File: src/rtl/dfr_pkg.sv
package dfr_pkg;

  typedef enum logic [1:0] {
    MODE_RUN     = 2'b00,
    MODE_PD_1K   = 2'b01,
    MODE_PD_100K = 2'b10,
    MODE_PD_HIZ  = 2'b11
  } dac_mode_e;

  typedef enum logic [1:0] {
    ST_IDLE  = 2'b00,
    ST_SHIFT = 2'b01,
    ST_DONE  = 2'b10
  } rx_state_e;

endpackage

File: src/rtl/dfr_sync.sv
module dfr_sync #(
  parameter int unsigned        WIDTH   = 3,
  parameter int unsigned        STAGES  = 2,
  parameter logic [WIDTH-1:0]   RST_VAL = '0
) (
  input  logic             clk_i,
  input  logic             rst_ni,
  input  logic [WIDTH-1:0] d_i,
  output logic [WIDTH-1:0] q_o
);

  logic [STAGES-1:0][WIDTH-1:0] pipe_q;

  generate
    if (STAGES == 1) begin : g_single
      always_ff @(posedge clk_i or negedge rst_ni) begin
        if (!rst_ni) pipe_q[0] <= RST_VAL;
        else         pipe_q[0] <= d_i;
      end
    end else begin : g_chain
      always_ff @(posedge clk_i or negedge rst_ni) begin
        if (!rst_ni) pipe_q <= {STAGES{RST_VAL}};
        else         pipe_q <= {pipe_q[STAGES-2:0], d_i};
      end
    end
  endgenerate

  assign q_o = pipe_q[STAGES-1];

endmodule

File: src/rtl/dfr_shifter.sv
module dfr_shifter
  import dfr_pkg::*;
#(
  parameter int unsigned FRAME_W   = 24,
  parameter int unsigned PAYLOAD_W = 18
) (
  input  logic                 clk_i,
  input  logic                 rst_ni,
  input  logic                 sclk_s_i,
  input  logic                 sync_ns_i,
  input  logic                 sdi_s_i,
  output logic                 commit_o,
  output logic [PAYLOAD_W-1:0] word_o,
  output logic                 sync_nq_o
);

  localparam int unsigned     CNT_W    = $clog2(FRAME_W + 1);
  localparam logic [CNT_W-1:0] LAST_CNT = CNT_W'(FRAME_W - 1);

  rx_state_e              state_q;
  logic [CNT_W-1:0]       cnt_q;
  logic [PAYLOAD_W-2:0]   shreg_q;
  logic                   sclk_q;
  logic                   sync_nq;
  logic                   sclk_fall;
  logic                   sync_fall;
  logic [PAYLOAD_W-1:0]   shift_nxt;

  always_comb begin
    sclk_fall = sclk_q & ~sclk_s_i;
    sync_fall = sync_nq & ~sync_ns_i;
    // pad bits fall off the top; only the payload window is stored
    shift_nxt = {shreg_q, sdi_s_i};
  end

  always_ff @(posedge clk_i or negedge rst_ni) begin
    if (!rst_ni) begin
      sclk_q  <= 1'b0;
      sync_nq <= 1'b1;
    end else begin
      sclk_q  <= sclk_s_i;
      sync_nq <= sync_ns_i;
    end
  end

  always_ff @(posedge clk_i or negedge rst_ni) begin
    if (!rst_ni) begin
      state_q  <= ST_IDLE;
      cnt_q    <= '0;
      shreg_q  <= '0;
      commit_o <= 1'b0;
      word_o   <= '0;
    end else begin
      commit_o <= 1'b0;
      unique case (state_q)
        ST_IDLE: begin
          if (sync_fall) begin
            state_q <= ST_SHIFT;
            cnt_q   <= '0;
            shreg_q <= '0;
          end
        end
        ST_SHIFT: begin
          if (sync_ns_i) begin
            state_q <= ST_IDLE;
            cnt_q   <= '0;
            shreg_q <= '0;
          end else if (sclk_fall) begin
            shreg_q <= shift_nxt[PAYLOAD_W-2:0];
            cnt_q   <= cnt_q + 1'b1;
            if (cnt_q == LAST_CNT) begin
              state_q  <= ST_DONE;
              commit_o <= 1'b1;
              word_o   <= shift_nxt;
            end
          end
        end
        ST_DONE: begin
          if (sync_ns_i) begin
            state_q <= ST_IDLE;
            cnt_q   <= '0;
            shreg_q <= '0;
          end
        end
        default: state_q <= ST_IDLE;
      endcase
    end
  end

  assign sync_nq_o = sync_nq;

endmodule

File: src/rtl/dfr_commit.sv
module dfr_commit
  import dfr_pkg::*;
#(
  parameter int unsigned CODE_W         = 16,
  parameter bit          RESET_MIDSCALE = 1'b0
) (
  input  logic                clk_i,
  input  logic                rst_ni,
  input  logic                commit_i,
  input  logic [CODE_W+1:0]   word_i,
  output logic [CODE_W-1:0]   code_o,
  output dac_mode_e           mode_o,
  output logic                update_o
);

  logic [CODE_W-1:0] rst_code;

  generate
    if (RESET_MIDSCALE) begin : g_mid
      assign rst_code = {1'b1, {(CODE_W-1){1'b0}}};
    end else begin : g_zero
      assign rst_code = '0;
    end
  endgenerate

  always_ff @(posedge clk_i or negedge rst_ni) begin
    if (!rst_ni) begin
      code_o   <= rst_code;
      mode_o   <= MODE_RUN;
      update_o <= 1'b0;
    end else begin
      update_o <= commit_i;
      if (commit_i) begin
        code_o <= word_i[CODE_W-1:0];
        mode_o <= dac_mode_e'(word_i[CODE_W+1:CODE_W]);
      end
    end
  end

endmodule

File: src/rtl/dac_frame_rx.sv
module dac_frame_rx
  import dfr_pkg::*;
#(
  parameter int unsigned SYNC_STAGES    = 2,
  parameter int unsigned PAD_W          = 6,
  parameter int unsigned CODE_W         = 16,
  parameter bit          RESET_MIDSCALE = 1'b0
) (
  input  logic              clk_i,
  input  logic              rst_ni,
  input  logic              sync_ni,
  input  logic              sclk_i,
  input  logic              sdi_i,
  output logic [CODE_W-1:0] code_o,
  output logic [1:0]        mode_o,
  output logic              update_o
);

  localparam int unsigned MODE_W    = 2;
  localparam int unsigned PAYLOAD_W = CODE_W + MODE_W;
  localparam int unsigned FRAME_W   = PAD_W + PAYLOAD_W;

  logic [2:0]           pins_s;
  logic                 frame_commit;
  logic [PAYLOAD_W-1:0] frame_word;
  logic                 sync_prev;
  dac_mode_e            mode_q;

  dfr_sync #(
    .WIDTH   (3),
    .STAGES  (SYNC_STAGES),
    .RST_VAL (3'b100)
  ) u_sync (
    .clk_i  (clk_i),
    .rst_ni (rst_ni),
    .d_i    ({sync_ni, sclk_i, sdi_i}),
    .q_o    (pins_s)
  );

  dfr_shifter #(
    .FRAME_W   (FRAME_W),
    .PAYLOAD_W (PAYLOAD_W)
  ) u_shift (
    .clk_i     (clk_i),
    .rst_ni    (rst_ni),
    .sclk_s_i  (pins_s[1]),
    .sync_ns_i (pins_s[2]),
    .sdi_s_i   (pins_s[0]),
    .commit_o  (frame_commit),
    .word_o    (frame_word),
    .sync_nq_o (sync_prev)
  );

  dfr_commit #(
    .CODE_W         (CODE_W),
    .RESET_MIDSCALE (RESET_MIDSCALE)
  ) u_commit (
    .clk_i    (clk_i),
    .rst_ni   (rst_ni),
    .commit_i (frame_commit),
    .word_i   (frame_word),
    .code_o   (code_o),
    .mode_o   (mode_q),
    .update_o (update_o)
  );

  assign mode_o = mode_q;

endmodule

File: config.mk
export PLATFORM = sky130hd
export DESIGN_NAME = dac_frame_rx
export DESIGN_NICKNAME = d
export VERILOG_FILES = /design/src/rtl/dfr_pkg.sv /design/src/rtl/dfr_sync.sv /design/src/rtl/dfr_shifter.sv /design/src/rtl/dfr_commit.sv /design/src/rtl/dac_frame_rx.sv
export SDC_FILE = /design/constraint.sdc
export NUM_CORES = 1
export LEC_CHECK = 0
export ABC_AREA = 1
export BUFFER_PORTS_ARGS = -buffer_cell sky130_fd_sc_hd__clkbuf_2
export CORE_MARGIN = 2
export CORE_UTILIZATION = 50
export CTS_CLUSTER_SIZE = 12
export DETAILED_ROUTE_END_ITERATION = 6
export GPL_TIMING_DRIVEN = 0
export PLACE_DENSITY = 0.72
export REMOVE_ABC_BUFFERS = 1
export SETUP_SLACK_MARGIN = 0.1
export SLEW_MARGIN = 40
export SYNTH_ARGS = -nofsm -noshare
export SYNTH_HDL_FRONTEND = slang
export SYNTH_SLANG_ARGS = --single-unit
export TNS_END_PERCENT = 5
File: constraint.sdc
create_clock -name clk_i -period 1.65 [get_ports clk_i]
set_input_delay 0.33 -clock clk_i [delete_from_list [all_inputs] [get_ports clk_i]]
set_output_delay 0.33 -clock clk_i [all_outputs]
set_load 0.05 [all_outputs]
## Yosys cells after proc, flatten, opt, wreduce, memory -nomap -nowiden

Index checks and enable logic that the tools add are counted.

| cells by class | value |
|---|---|
| add/sub/neg operators | 1 |
| reduce and logical (&&, ||, !) cells | 5 |
| multiplexer cells | 20 |
| bitwise logic cells | 4 |
| equal/unequal tests | 7 |

Operators with widths:

| operator | count |
|---|---|
| two-way mux 17 bit | 4 |
| one-hot mux 17 bit (3 select lines) | 1 |
| two-way mux 5 bit | 4 |
| one-hot mux 5 bit (3 select lines) | 1 |
| AND reduction 4 bit | 3 |
| two-way mux 2 bit | 5 |
| inequality test 3 x 2 -> 1 bit (second input constant) | 2 |
| one-hot mux 2 bit (3 select lines) | 1 |
| adder 5 x 1 -> 5 bit (second input constant) | 1 |
| == test 5 bit (second input constant) | 1 |
| two-way mux 1 bit | 4 |
| nonzero test 3 bit | 1 |
| AND 1 bit | 2 |
| == test 2 x 1 -> 1 bit (second input constant) | 1 |
| == test 2 bit (second input constant) | 1 |
| zero test 2 bit | 1 |
| inequality test 2 x 1 -> 1 bit (second input constant) | 1 |
| inequality test 2 bit (second input constant) | 1 |
| NOT 1 bit | 2 |

| word-level totals | value |
|---|---|
| word-level logic and storage cells | 49 |
| input bits | 5 |
| bits in registers | 70 |
| output and inout bits | 19 |

## Depth between registers and ports, before layout

Gate-level depths: netlist of run 1.

| depth | value |
|---|---|
| depth in word-level cells | 5 |
| gate-level depth with buffers | 8 |
| mapped depth without buffers | 8 |

## Hierarchy

Synthesis of run 1 repeated with hierarchy kept, for this count alone.

| unflattened totals | value |
|---|---|
| cells, all modules | 341 |
| area, all modules | 2911.5 um^2 |

By module, submodules not included:

| module | cells each | area an instance (um^2) | seq. area each (um^2) | instances |
|---|---|---|---|---|
| dfr_shifter | 255 | 2000.7 | 1127.3 | 1 |
| dfr_commit | 77 | 735.7 | 475.5 | 1 |
| dfr_sync | 9 | 175.2 | 152.6 | 1 |

## Worst setup path after synthesis of run 1

No wires, ideal clock.

| timing | value |
|---|---|
| kind | flip-flop to flip-flop |
| start point | register u_sync.pipe_q (netlist bit u_sync.q_o[2]) |
| end point | register u_shift.cnt_q[2] |
| period minus slack after synthesis | 1.267 ns |
| data arrival time | 1.149 ns |
| library setup time | 0.118 ns |
| slack | 0.383 ns |
| path buffers | 1 |
| required time | 1.532 ns |
| cell stages (with the launch flop) | 9 |
| cell sequence | dfstp_2 -> inv_1 -> nand2_1 -> nor2_1 -> nand2_1 -> nand2_2 -> buf_6 -> nand2_1 -> o21ai_2 |

| between the ends | value |
|---|---|
| longest elaborated chain between the ends | 4 |
| elaborated cells between the ends (all ways) | 8 |
| classes of those cells | 3 x eq/ne; 2 x mux; 2 x bitwise; 1 x reduce/logical |

RTL lines:

| item | RTL line | text |
|---|---|---|
| start, declared | dfr_sync.sv:12 | `logic [STAGES-1:0][WIDTH-1:0] pipe_q;` |
| start signal, assigned | dfr_sync.sv:22 | `if (!rst_ni) pipe_q <= {STAGES{RST_VAL}};` |
| start signal, assigned | dfr_sync.sv:23 | `else pipe_q <= {pipe_q[STAGES-2:0], d_i};` |
| NOT 1 bit (no source line) | - |  |
| AND 1 bit | dfr_shifter.sv:31 | `sync_fall = sync_nq & ~sync_ns_i;` |
| inequality test 2 x 1 -> 1 bit (no source line) | - |  |
| AND reduction 4 bit (no source line) | - |  |
| end signal, assigned | dfr_shifter.sv:70 | `cnt_q <= cnt_q + 1'b1;` |
| end, declared | dfr_shifter.sv:21 | `logic [CNT_W-1:0] cnt_q;` |

Several ways; a longest one is shown, not always the timed one.
A chain may end at the register's enable or synchronous reset.

## Final worst setup path of run 1

| timing | value |
|---|---|
| start point | register u_shift.state_q[0] |
| end point | register u_shift.shreg_q[16] |

| between the ends | value |
|---|---|
| longest elaborated chain between the ends | 3 |
| elaborated cells between the ends (all ways) | 9 |
| classes of those cells | 5 x eq/ne; 1 x mux; 3 x reduce/logical |

RTL lines:

| item | RTL line | text |
|---|---|---|
| start, declared | dfr_shifter.sv:20 | `rx_state_e state_q;` |
| start signal, assigned | dfr_shifter.sv:48 | `state_q <= ST_IDLE;` |
| start signal, assigned | dfr_shifter.sv:58 | `state_q <= ST_SHIFT;` |
| start signal, assigned | dfr_shifter.sv:65 | `state_q <= ST_IDLE;` |
| == test 2 x 1 -> 1 bit (tied with other cells) | dfr_shifter.sv:55 | `unique case (state_q)` |
| inequality test 3 x 2 -> 1 bit (no source line) (tied with other cells) | - |  |
| AND reduction 4 bit (no source line) | - |  |
| end signal, assigned | dfr_shifter.sv:69 | `shreg_q <= shift_nxt[PAYLOAD_W-2:0];` |
| end, declared | dfr_shifter.sv:22 | `logic [PAYLOAD_W-2:0] shreg_q;` |

Several ways; a longest one is shown, not always the timed one.

==> metrics, run 1 <==
status finished clean; RR Startpoint u_shift.state_q[0]; Worst Skew between 0.002 and 0.003 ns; Worst Path Max Fanout 10; overflow left after global routing 0; max_cap viols 0; gr usage total 16.19%; Worst Setup Start Kind flop; Port Buffer Count 23; Clock Latency Late Sink roughly 0.33 ns; Worst Hold Class in -> reg; routed wl met2 1961 microns; Max Slew Vio Count 0; initial drt markers 80; CTS sink cnt 70; max layer used met4; # IOs 24; wire length on met3 157 microns; Synth Cell Area approximately 2800 sq um; num rows 27; Die H around 80 microns; vias per cell between 4 and 5; htree depth 3; Hold Slack 0.07555 ns; Pleak 1.525 nW; DR pass1 iterations 4; post-synthesis compound-gate area fraction 10.12%; routed wire length around 4200 microns; antenna fix cells 0; Max transition margin between 60% and 70%; Synth Area in Simple Gates 11.38%; final hold vios 0; post-route antenna net violation count 0; Metal-1 WL approximately 2000 microns; Register Area 1757 sq um; initial core utilization about half; largest family of logic cells by synthesized area simple AND/OR/NAND/NOR gates; Layout area overhead 14.41%; Synth Area in Adders 0.4517%; core area 5439 sq um; initial antenna violation count 0; fin area between 3000 and 4000 sq um; xor-xnor portion of the synthesized cell area 0.6323%; HPWL after DPL roughly 2500 microns; Placer Congestion 0.8164; die area between 6000 and 7000 sq um; Net count, final approximately 270; Placed Instance Area 2895 sq um; Non-Filler Instances 344; setup violators final 0; Yosys warning count 0; wire per inst 12.33 microns; vias in the first global route 1667; total CTS buffers 9; Vias about 1700; fill count 460; Worst-path clk slew 0.07 ns; CTS root buf clkbuf_8; CTS tree yes; mux cell area share after synthesis 7.317%; cell count after placement 325; Power, Total 3.566 mW; layout cells sized above 1 approximately a third; Yosys cell types 22; Avg Cell Area, Syn 11.59 sq um; first-pass GRT wire length 7541 microns; Multi-input gate area 842.1 sq um; Crit. End Element flop; worst-case clock buffer depth 2; FF+latch count, synth 70; largest net degree at the start of global routing 71; unrepaired setup endpoints after global routing yes; fin crit share around nine tenths; WS Path Type reg -> reg; pwr dens approximately 1100 nW/um^2; Syn Inst Count 239; Min Clock Period, post-route 1.507 ns; crit path launch u_shift.state_q[0]; Die W 78.44 microns; Peak Freq 663.6 MHz; crit path DAT 1.76 ns; Worst VDD drop 0.8449 mV; Seq/Total Area, Yosys 63.37%; measured slew at the worst slew-check pin 0.5347 ns; Residual DRC 0; HP Start sync_ni; Crit path required time 1.90 ns
==> flip-flops by register name (all words and copies together) (netlist names) <==
register / cells
u_sync.q_o: 3
u_commit.update_o: 1
u_sync.pipe_q: 3
u_shift.commit_o: 1
u_shift.word_o: 18
u_shift.shreg_q: 17
u_shift.cnt_q: 5
u_shift.sclk_q: 1
u_shift.state_q: 2
u_commit.mode_o: 2
u_commit.code_o: 16
u_shift.sync_nq_o: 1
==> layer usage <==
metal / up-vias / GRT usage [%]
li1: 823 / -
met1: 804 / 20.82
met2: 32 / 24.40
met3: 11 / 4.138
met4: 0 / 10.53
met5: - / 0
==> through the flow <==
step	util, %	worst slack [ns]	TNS, ns
floorplan	-	0.2627	0
global placement	53.07	-0.2480	-16.36
detailed placement	53.23	0.02722	0
CTS	57.58	0.03602	0
global route	58.27	0.03977	0
finish	58.27	0.1431	0
==> kinds of logic after synthesis <==
logic type               Yosys count
AO/OA/AOI/OAI                     39
XOR/XNOR                           2
adder cells (fa/ha/maj)            1
buffers and inverters             35
flip-flops                        70
multiplexers                      18
AND/OR/NAND/NOR                   74
==> cells in the final DEF, fill, tap and decap left out <==
cell type / n
mux2_2: 18
nor2_4: 1
bufinv_16: 2
dfstp_2: 3
inv_1: 24
nor2_2: 1
dfrtp_1: 66
a21boi_1: 1
xor2_1: 1
nand2_8: 1
or2_2: 1
o21ai_1: 16
nand2_1: 57
inv_2: 1
dfrtp_2: 1
dlygate4sd3_1: 1
nand4_1: 4
nand3_1: 2
clkbuf_8: 12
xnor2_1: 1
nand2_4: 1
nand2_2: 1
o21ai_2: 22
nor2_1: 5
clkinvlp_4: 3
buf_4: 2
clkbuf_1: 1
clkbuf_2: 22
ha_1: 1
==> where the power goes <==
group | internal, mW | total, mW | switching, mW
Clock | 0.926 | 1.52 | 0.594
Combinational | 0.0660 | 0.270 | 0.204
Sequential | 1.75 | 1.78 | 0.0264
Total | 2.74 | 3.57 | 0.825
==> final cells by class <==
| cell class | count | share of cell area [%] |
|---|---|---|
| clock buffers | 12 | 4.895 |
| clock inverters | 3 | 2.132 |
| inverters | 26 | 3.198 |
| multi-input cells | 134 | 26.57 |
| flip-flops and latches | 70 | 55.43 |
| well taps | 72 | 2.842 |
| repair buffers | 26 | 4.698 |
| repair inverters | 1 | 0.2369 |
==> synthesized netlist by cell type <==
| library cell | count | area share [%] |
|---|---|---|
| a21boi_0 | 1 | 0.27 |
| buf_2 | 2 | 0.36 |
| buf_6 | 7 | 2.8 |
| dfrtp_1 | 67 | 61 |
| dfstp_2 | 3 | 2.8 |
| ha_1 | 1 | 0.45 |
| inv_1 | 25 | 3.4 |
| inv_2 | 1 | 0.14 |
| mux2_2 | 18 | 7.3 |
| nand2_1 | 57 | 7.7 |
| nand2_2 | 2 | 0.45 |
| nand2_4 | 1 | 0.41 |
| nand3_1 | 2 | 0.36 |
| nand4_1 | 4 | 0.90 |
| nor2_1 | 5 | 0.68 |
| nor2_2 | 1 | 0.23 |
| nor2_4 | 1 | 0.41 |
| o21ai_1 | 16 | 2.9 |
| o21ai_2 | 22 | 7.0 |
| or2_2 | 1 | 0.23 |
| xnor2_1 | 1 | 0.32 |
| xor2_1 | 1 | 0.32 |
==> path summary, 6_finish.rpt <==
kind / endpoint / slack, ns / cells past startpoint
min in group asynchronous: u_commit.code_o[1] / 0.55 / 2
max in group asynchronous: u_shift.commit_o / 0.68 / 2
setup reg to reg: u_shift.shreg_q[16] / 0.14 / 6
setup / recovery: u_shift.shreg_q[16] / 0.14 / 6
hold reg to reg: u_sync.q_o[0] / 0.36 / 0
hold / removal: u_sync.pipe_q[2] / 0.08 / 1
==> repair_timing <==
action	CTS	global route
setup buffers	0	2
endpoints found under the setup margin	28	41
endpoints found under the hold margin	3	0
cloned	0	1
hold buffers	1	0
gates resized for setup	1	4
==> critical path, stage by stage, from the launching register on <==
cell        delay (ns)
dfrtp_1           0.42
inv_2             0.06
nor2_2            0.12
nand2_2           0.08
nor2_4            0.25
clkinvlp_4        0.32
o21ai_1           0.19
No activity file was read; power rests on OpenSTA's default activity.
==> run 2: changes to the inputs <==
--- a/config.mk
+++ b/config.mk
@@ -7,12 +7,14 @@
 export LEC_CHECK = 0
 export ABC_AREA = 1
 export BUFFER_PORTS_ARGS = -buffer_cell sky130_fd_sc_hd__clkbuf_2
+export CELL_PAD_IN_SITES_DETAIL_PLACEMENT = 0
+export CELL_PAD_IN_SITES_GLOBAL_PLACEMENT = 1
 export CORE_MARGIN = 2
-export CORE_UTILIZATION = 50
+export CORE_UTILIZATION = 47
 export CTS_CLUSTER_SIZE = 12
 export DETAILED_ROUTE_END_ITERATION = 6
 export GPL_TIMING_DRIVEN = 0
-export PLACE_DENSITY = 0.72
+export PLACE_DENSITY = 0.81
 export REMOVE_ABC_BUFFERS = 1
 export SETUP_SLACK_MARGIN = 0.1
 export SLEW_MARGIN = 40
==> run 2 against run 1 <==
  * Via count is 3.9% higher
  * Register-to-register slack better by 0.08 ns
  * First-iteration DRC count decreased by 20%
  * Worst hold slack lost 0.013 ns
  * Utilization fell by 0.73 points
  * Critical path depth rose by 2
  * Clock power is essentially flat
  * Critical path type unchanged
  * Clock-buffer cell count decreased by 2
  * Sequential power barely moved
  * Worst setup slack better by 0.082 ns
==> metrics, run 2 (synthesis gave the netlist of run 1 again) <==
status finished clean; Worst Skew 0.009252 ns (+0.006314 ns); commonest non-fill, non-tap cell in the layout dfrtp_1; worst-case clock buffer depth 2 (unchanged); largest net degree at the start of global routing 71 (unchanged); WS Path Type reg -> reg; setup violators final 0 (unchanged); crit path cell chain inv_2 > nor2_2 > nand2_2 > nor2_4 > buf_4 > clkinvlp_4 > buf_4 > o21ai_1; Worst Setup Start Kind flop; RR Startpoint u_shift.state_q[0]; final hold vios 0 (unchanged); Crit. End Element flop; Min Clock Period, post-route 1.425 ns (-0.08209 ns); die area 6524 sq um (+6.0%); Crit path required time 1.92 ns (+0.02 ns); Biggest register u_shift.word_o; first-pass GRT wire length 7493 microns (-0.64%); Placer Congestion 0.7144 (-12%); post-route antenna net violation count 0 (unchanged); HPWL after DPL 2588 microns (+5.0%); depth of the most critical reg-to-reg path 8 (+2); CTS root buf clkbuf_8; Peak Freq 701.8 MHz (+5.8%); Die H 80.77 microns (+3.0%); Clock Latency Late Sink 0.34 ns (about the same); layout cells sized above 1 36.46% (+2.6 points); Worst Hold Class in -> reg; unrepaired setup endpoints after global routing no; measured slew at the worst slew-check pin 0.5273 ns (-0.007422 ns); fill count 495 (+7.6%); Port Buffer Count 23 (unchanged); total CTS buffers 9 (unchanged); CP dominant cell by count buf_4; htree depth 3 (unchanged); core area 5608 sq um (+3.1%); initial core utilization 49.40% (-1.5 points); crit path launch u_shift.state_q[0]; Pleak 1.535 nW (+0.67%); Hold Slack 0.06250 ns (-0.01306 ns); CP peak stage delay 0.43 ns (about the same); Net count, final 278 (+1.5%); pwr dens 1116 nW/um^2 (-0.82%); most frequent cells in the layout 66 x dfrtp_1, 56 x nand2_1, 23 x inv_1; Worst Path Max Fanout 6 (-4); vias in the first global route 1683 (+0.96%); num rows 27 (unchanged); setup_tns 0 ns (unchanged); initial antenna violation count 0 (unchanged); biggest regs u_shift.word_o: 18 flops, u_shift.shreg_q: 17 flops, u_commit.code_o: 16 flops; Power, Total 3.601 mW (+0.98%); HP Start sync_ni; Max Slew Vio Count 0 (unchanged); crit path DAT 1.69 ns (-0.07 ns); max FFs per register 18 (unchanged); DR pass1 iterations 4 (unchanged); fin crit share 86.35% (-5.0 points); gr usage total 15.66% (-0.53 points); antenna fix cells 0 (unchanged); Worst Hold Depth 1 (unchanged); CTS sink cnt 70 (unchanged); routed wire length 4784 microns (+13%); CTS tree yes; overflow left after global routing 0 (unchanged); Multi-input gate area 877.1 sq um (+4.2%); # IOs 24 (unchanged); Die W 80.77 microns (+3.0%); Worst-path clk slew 0.07 ns (about the same); max_cap viols 0 (unchanged); initial drt markers 64 (-20%); Vias 1735 (+3.9%); Residual DRC 0 (unchanged); wire per inst 13.71 microns (+11%); Register Area 1757 sq um (unchanged); CP max stage cell dfrtp_1; Worst VDD drop 0.6590 mV (-22%); Max transition margin 64.85% (+0.49 points); vias per cell 4.971 (+2.4%); Layout area overhead 16.49%
[run 2: changes by cell type in the layout (fill, tap and decap cells not counted), sizes merged]
cell,change
clkinvlp,+2
clkinv,+2
clkbuf,-2
nand2,+1
buf,+2
[run 2: stage by stage]
step                utilization [%]  cells  area [sq um]  worst slack (ns)
global placement              51.47    325          2887           -0.2562
CTS                           55.85    342          3132           0.03581
detailed placement            51.63    325          2895           0.03285
floorplan                         -    230          2681            0.2627
global route                  57.54    349          3227            0.1261
finish                        57.54    349          3227            0.2252
[run 2: cell type report]
| cell class | instances | share of cell area (%) |
|---|---|---|
| clock buffer | 10 | 4.265 |
| clock inverter | 6 | 2.637 |
| inverter | 26 | 3.141 |
| multi-input combinational | 135 | 27.18 |
| sequential | 70 | 54.44 |
| tap | 72 | 2.792 |
| timing repair buffer | 28 | 5.079 |
| timing repair inverter | 2 | 0.4653 |
[run 2: power by group]
part / internal, mW / switching (mW)
Clock: 0.886 / 0.631
Sequential: 1.75 / 0.0293
Combinational: 0.0822 / 0.224
Total: 2.72 / 0.885
[run 2: worst paths after layout]
check / end / slack [ns]
hold / removal: u_sync.pipe_q[2] / 0.06
min in group asynchronous: u_commit.code_o[13] / 0.53
hold reg to reg: u_sync.q_o[0] / 0.35
max in group asynchronous: u_shift.commit_o / 0.71
setup / recovery: u_shift.cnt_q[4] / 0.23
setup reg to reg: u_shift.cnt_q[4] / 0.23
[run 2: critical path: cells and delay by family (launching register included)]
family	cells	cell delay, ns
AO/OA/AOI/OAI	1	0.12
buffers and inverters	4	0.50
flip-flops	1	0.43
AND/OR/NAND/NOR	3	0.30
[run 2: what timing repair did]
item / in CTS / in global routing
gates resized for setup: 1 / 10
hold buffers: 1 / 0
hold endpoints to repair: 34 / 0
buffers inserted: 0 / 4
setup endpoints to repair: 27 / 41
cloned: 0 / 3
pin swaps: 0 / 2
[run 2: per-layer routing]
layer  GRT usage [%]  part of all wire, %  vias up
met4           5.593                  1.9        0
met5               0                    0        -
li1                -                    -      836
met3           7.333                  4.2        9
met1           18.18                   46      861
met2           25.58                   48       29
==> run 3: changes to the inputs <==
--- a/config.mk
+++ b/config.mk
@@ -6,7 +6,7 @@
 export NUM_CORES = 1
 export LEC_CHECK = 0
 export ABC_AREA = 1
-export BUFFER_PORTS_ARGS = -buffer_cell sky130_fd_sc_hd__clkbuf_2
+export BUFFER_PORTS_ARGS = -buffer_cell sky130_fd_sc_hd__buf_2
 export CELL_PAD_IN_SITES_DETAIL_PLACEMENT = 0
 export CELL_PAD_IN_SITES_GLOBAL_PLACEMENT = 1
 export CORE_MARGIN = 2
@@ -16,7 +16,6 @@
 export GPL_TIMING_DRIVEN = 0
 export PLACE_DENSITY = 0.81
 export REMOVE_ABC_BUFFERS = 1
-export SETUP_SLACK_MARGIN = 0.1
 export SLEW_MARGIN = 40
 export SYNTH_ARGS = -nofsm -noshare
 export SYNTH_HDL_FRONTEND = slang
==> run 3 against run 2 <==
  * First-iteration DRC count down 14%
  * Sequential share of layout area up 1.5 points
  * Worst setup slack worse by 0.14 ns
  * Global-route usage down 0.47 points
  * Utilization down 1.5 points
  * Power down 4.4%
  * Non-clock buffer count down 3
  * Worst hold slack better by 0.036 ns
  * Sequential cell count unchanged
  * Critical endpoint is now u_shift.word_o[17]
==> metrics, run 3 (synthesis gave the netlist of run 1 again) <==
post-route antenna net violation count 0 (unchanged); Die H 80.77 microns (unchanged); Worst Path Max Fanout 36 (+30); CTS tree yes; initial antenna violation count 0 (unchanged); setup violators final 0 (unchanged); max_cap viols 0 (unchanged); worst hold endpoint u_sync.pipe_q[2]; num rows 27 (unchanged); Crit path required time 1.88 ns (-0.04 ns); Power, Total 3.442 mW (-4.4%); Die W 80.77 microns (unchanged); max FFs per register 18 (unchanged); htree depth 3 (unchanged); Crit. End Element flop; HP Start sync_ni; gr usage total 15.19% (-0.47 points); Post-CTS Setup Inserts 0 (unchanged); vias per cell 4.813 (-3.2%); commonest non-fill, non-tap cell in the layout dfrtp_1; Critical R2R Capture u_shift.word_o[17]; pwr dens 1096 nW/um^2 (-1.8%); Worst Setup Start Kind flop; CTS root buf clkbuf_8; die area 6524 sq um (unchanged); Non-Filler Instances 342 (-2.0%); Pleak 1.552 nW (+1.1%); # IOs 24 (unchanged); initial drt markers 55 (-14%); CP peak stage delay 0.41 ns (-0.02 ns); overflow left after global routing 0 (unchanged); layout cells sized above 1 34.07% (-2.4 points); total CTS buffers 9 (unchanged); Placer Congestion 0.7194 (+0.70%); PnR worst setup slack 0.08793 ns (-0.1372 ns); wire per inst 12.30 microns (-10%); worst-case clock buffer depth 2 (unchanged); CTS sink cnt 70 (unchanged); antenna fix cells 0 (unchanged); Port Buffer Count 23 (unchanged); most frequent cells in the layout 65 x dfrtp_1, 57 x nand2_1, 24 x inv_1; measured slew at the worst slew-check pin 0.4760 ns (-0.05128 ns); Net count, final 272 (-2.2%); WS Path Type reg -> reg; DR pass1 iterations 4 (unchanged); initial core utilization 49.40% (unchanged); first-pass GRT wire length 7403 microns (-1.2%); Register Area 1758 sq um (about the same); Multi-input gate area 833.3 sq um (-5.0%); unrepaired setup endpoints after global routing yes; Max Slew Vio Count 0 (unchanged); vias in the first global route 1635 (-2.9%); largest net degree at the start of global routing 43 (-39%); Max transition margin 68.27% (+3.4 points); R2R Setup Slk 0.09 ns (-0.14 ns); cell count after placement 326 (+0.31%); Biggest register u_shift.word_o; Min Clock Period, post-route 1.562 ns (+0.1372 ns); dpl ws 0.02422 ns (-0.008637 ns); fill count 511 (+3.2%); Residual DRC 0 (unchanged); Worst VDD drop 0.6134 mV (-6.9%); fin crit share 94.67% (+8.3 points); Worst Hold Depth 1 (unchanged); Peak Freq 640.2 MHz (-8.8%); CP max stage cell dfrtp_1; core area 5608 sq um (unchanged); crit path cell chain ha_1 > nand4_1 > inv_1 > nand2_4 > inv_1 > nand2_1 > nand2_1; Worst-path clk slew 0.07 ns (about the same); status finished clean; crit path DAT 1.79 ns (+0.10 ns); Clock Latency Late Sink 0.33 ns (about the same); final hold vios 0 (unchanged); fin area 3142 sq um (-2.6%); Placed Instance Area 2913 sq um (+0.60%); depth of the most critical reg-to-reg path 7 (-1); Layout area overhead 13.41%; biggest regs u_shift.word_o: 18 flops, u_shift.shreg_q: 17 flops, u_commit.code_o: 16 flops; RR Startpoint u_shift.cnt_q[0]; Vias 1646 (-5.1%); Worst Skew 0.007537 ns (-0.001715 ns); routed wire length 4208 microns (-12%); HPWL after DPL 2685 microns (+3.7%); Worst Hold Class in -> reg
==> run 3: power breakdown <==
group | leakage, nW | switching [mW] | internal (mW)
combinational | 0.496 | 0.194 | 0.0643
clock | 0.104 | 0.594 | 0.811
sequential | 0.952 | 0.0281 | 1.75
total | 1.55 | 0.816 | 2.63
==> run 3: worst max-delay path: cells and delay by family (launching register included) <==
kind                     cells  cell delay (ns)
AND/OR/NAND/NOR              4             0.62
flip-flops                   1             0.41
adder cells (fa/ha/maj)      1             0.23
buffers and inverters        2             0.20
==> run 3: worst max path at each step <==
stage / cells past startpoint / slack (ns) / endpoint / start
4_1_cts: 5 / 0.01 / u_shift.cnt_q[3] / u_sync.q_o[2]
3_5_place_dp: 5 / 0.02 / u_shift.cnt_q[3] / u_sync.q_o[2]
3_3_place_gp: 1 / -0.08 / u_shift.state_q[0] / rst_ni
6_report: 7 / 0.09 / u_shift.word_o[17] / u_shift.cnt_q[0]
5_1_grt: 7 / -0.11 / u_shift.word_o[17] / u_shift.cnt_q[0]
2_1_floorplan: 7 / 0.26 / u_shift.word_o[17] / u_shift.cnt_q[0]
==> run 3: area by class of cell <==
| cell class | count | area share (%) |
|---|---|---|
| clock buffers | 12 | 5.257 |
| inverters | 26 | 3.226 |
| clock inverters | 3 | 1.354 |
| repair buffers | 25 | 4.819 |
| multi-input cells | 134 | 26.52 |
| well taps | 72 | 2.867 |
| flip-flops and latches | 70 | 55.95 |
==> run 3: routing by layer <==
| metal | GRT usage (%) | share of wire [%] |
|---|---|---|
| met1 | 19.45 | 50 |
| met2 | 23.50 | 45 |
| met4 | 8.136 | 1.4 |
| met5 | 0 | 0 |
| met3 | 4.333 | 3.5 |
==> run 3: what timing repair did <==
action	in CTS	in global routing
gates resized for setup	0	3
hold buffers	1	0
setup endpoints to repair	0	37
endpoints found under the hold margin	28	0
==> run 3: per-stage QoR <==
step | util [%] | hold WS [ns] | setup TNS, ns
floorplan | - | 0.03441 | 0
global placement | 51.47 | 0.3347 | -5.215
detailed placement | 51.94 | 0.2160 | 0
CTS | 55.82 | 0.07945 | 0
global route | 56.02 | 0.07551 | -1.040
finish | 56.02 | 0.09804 | 0
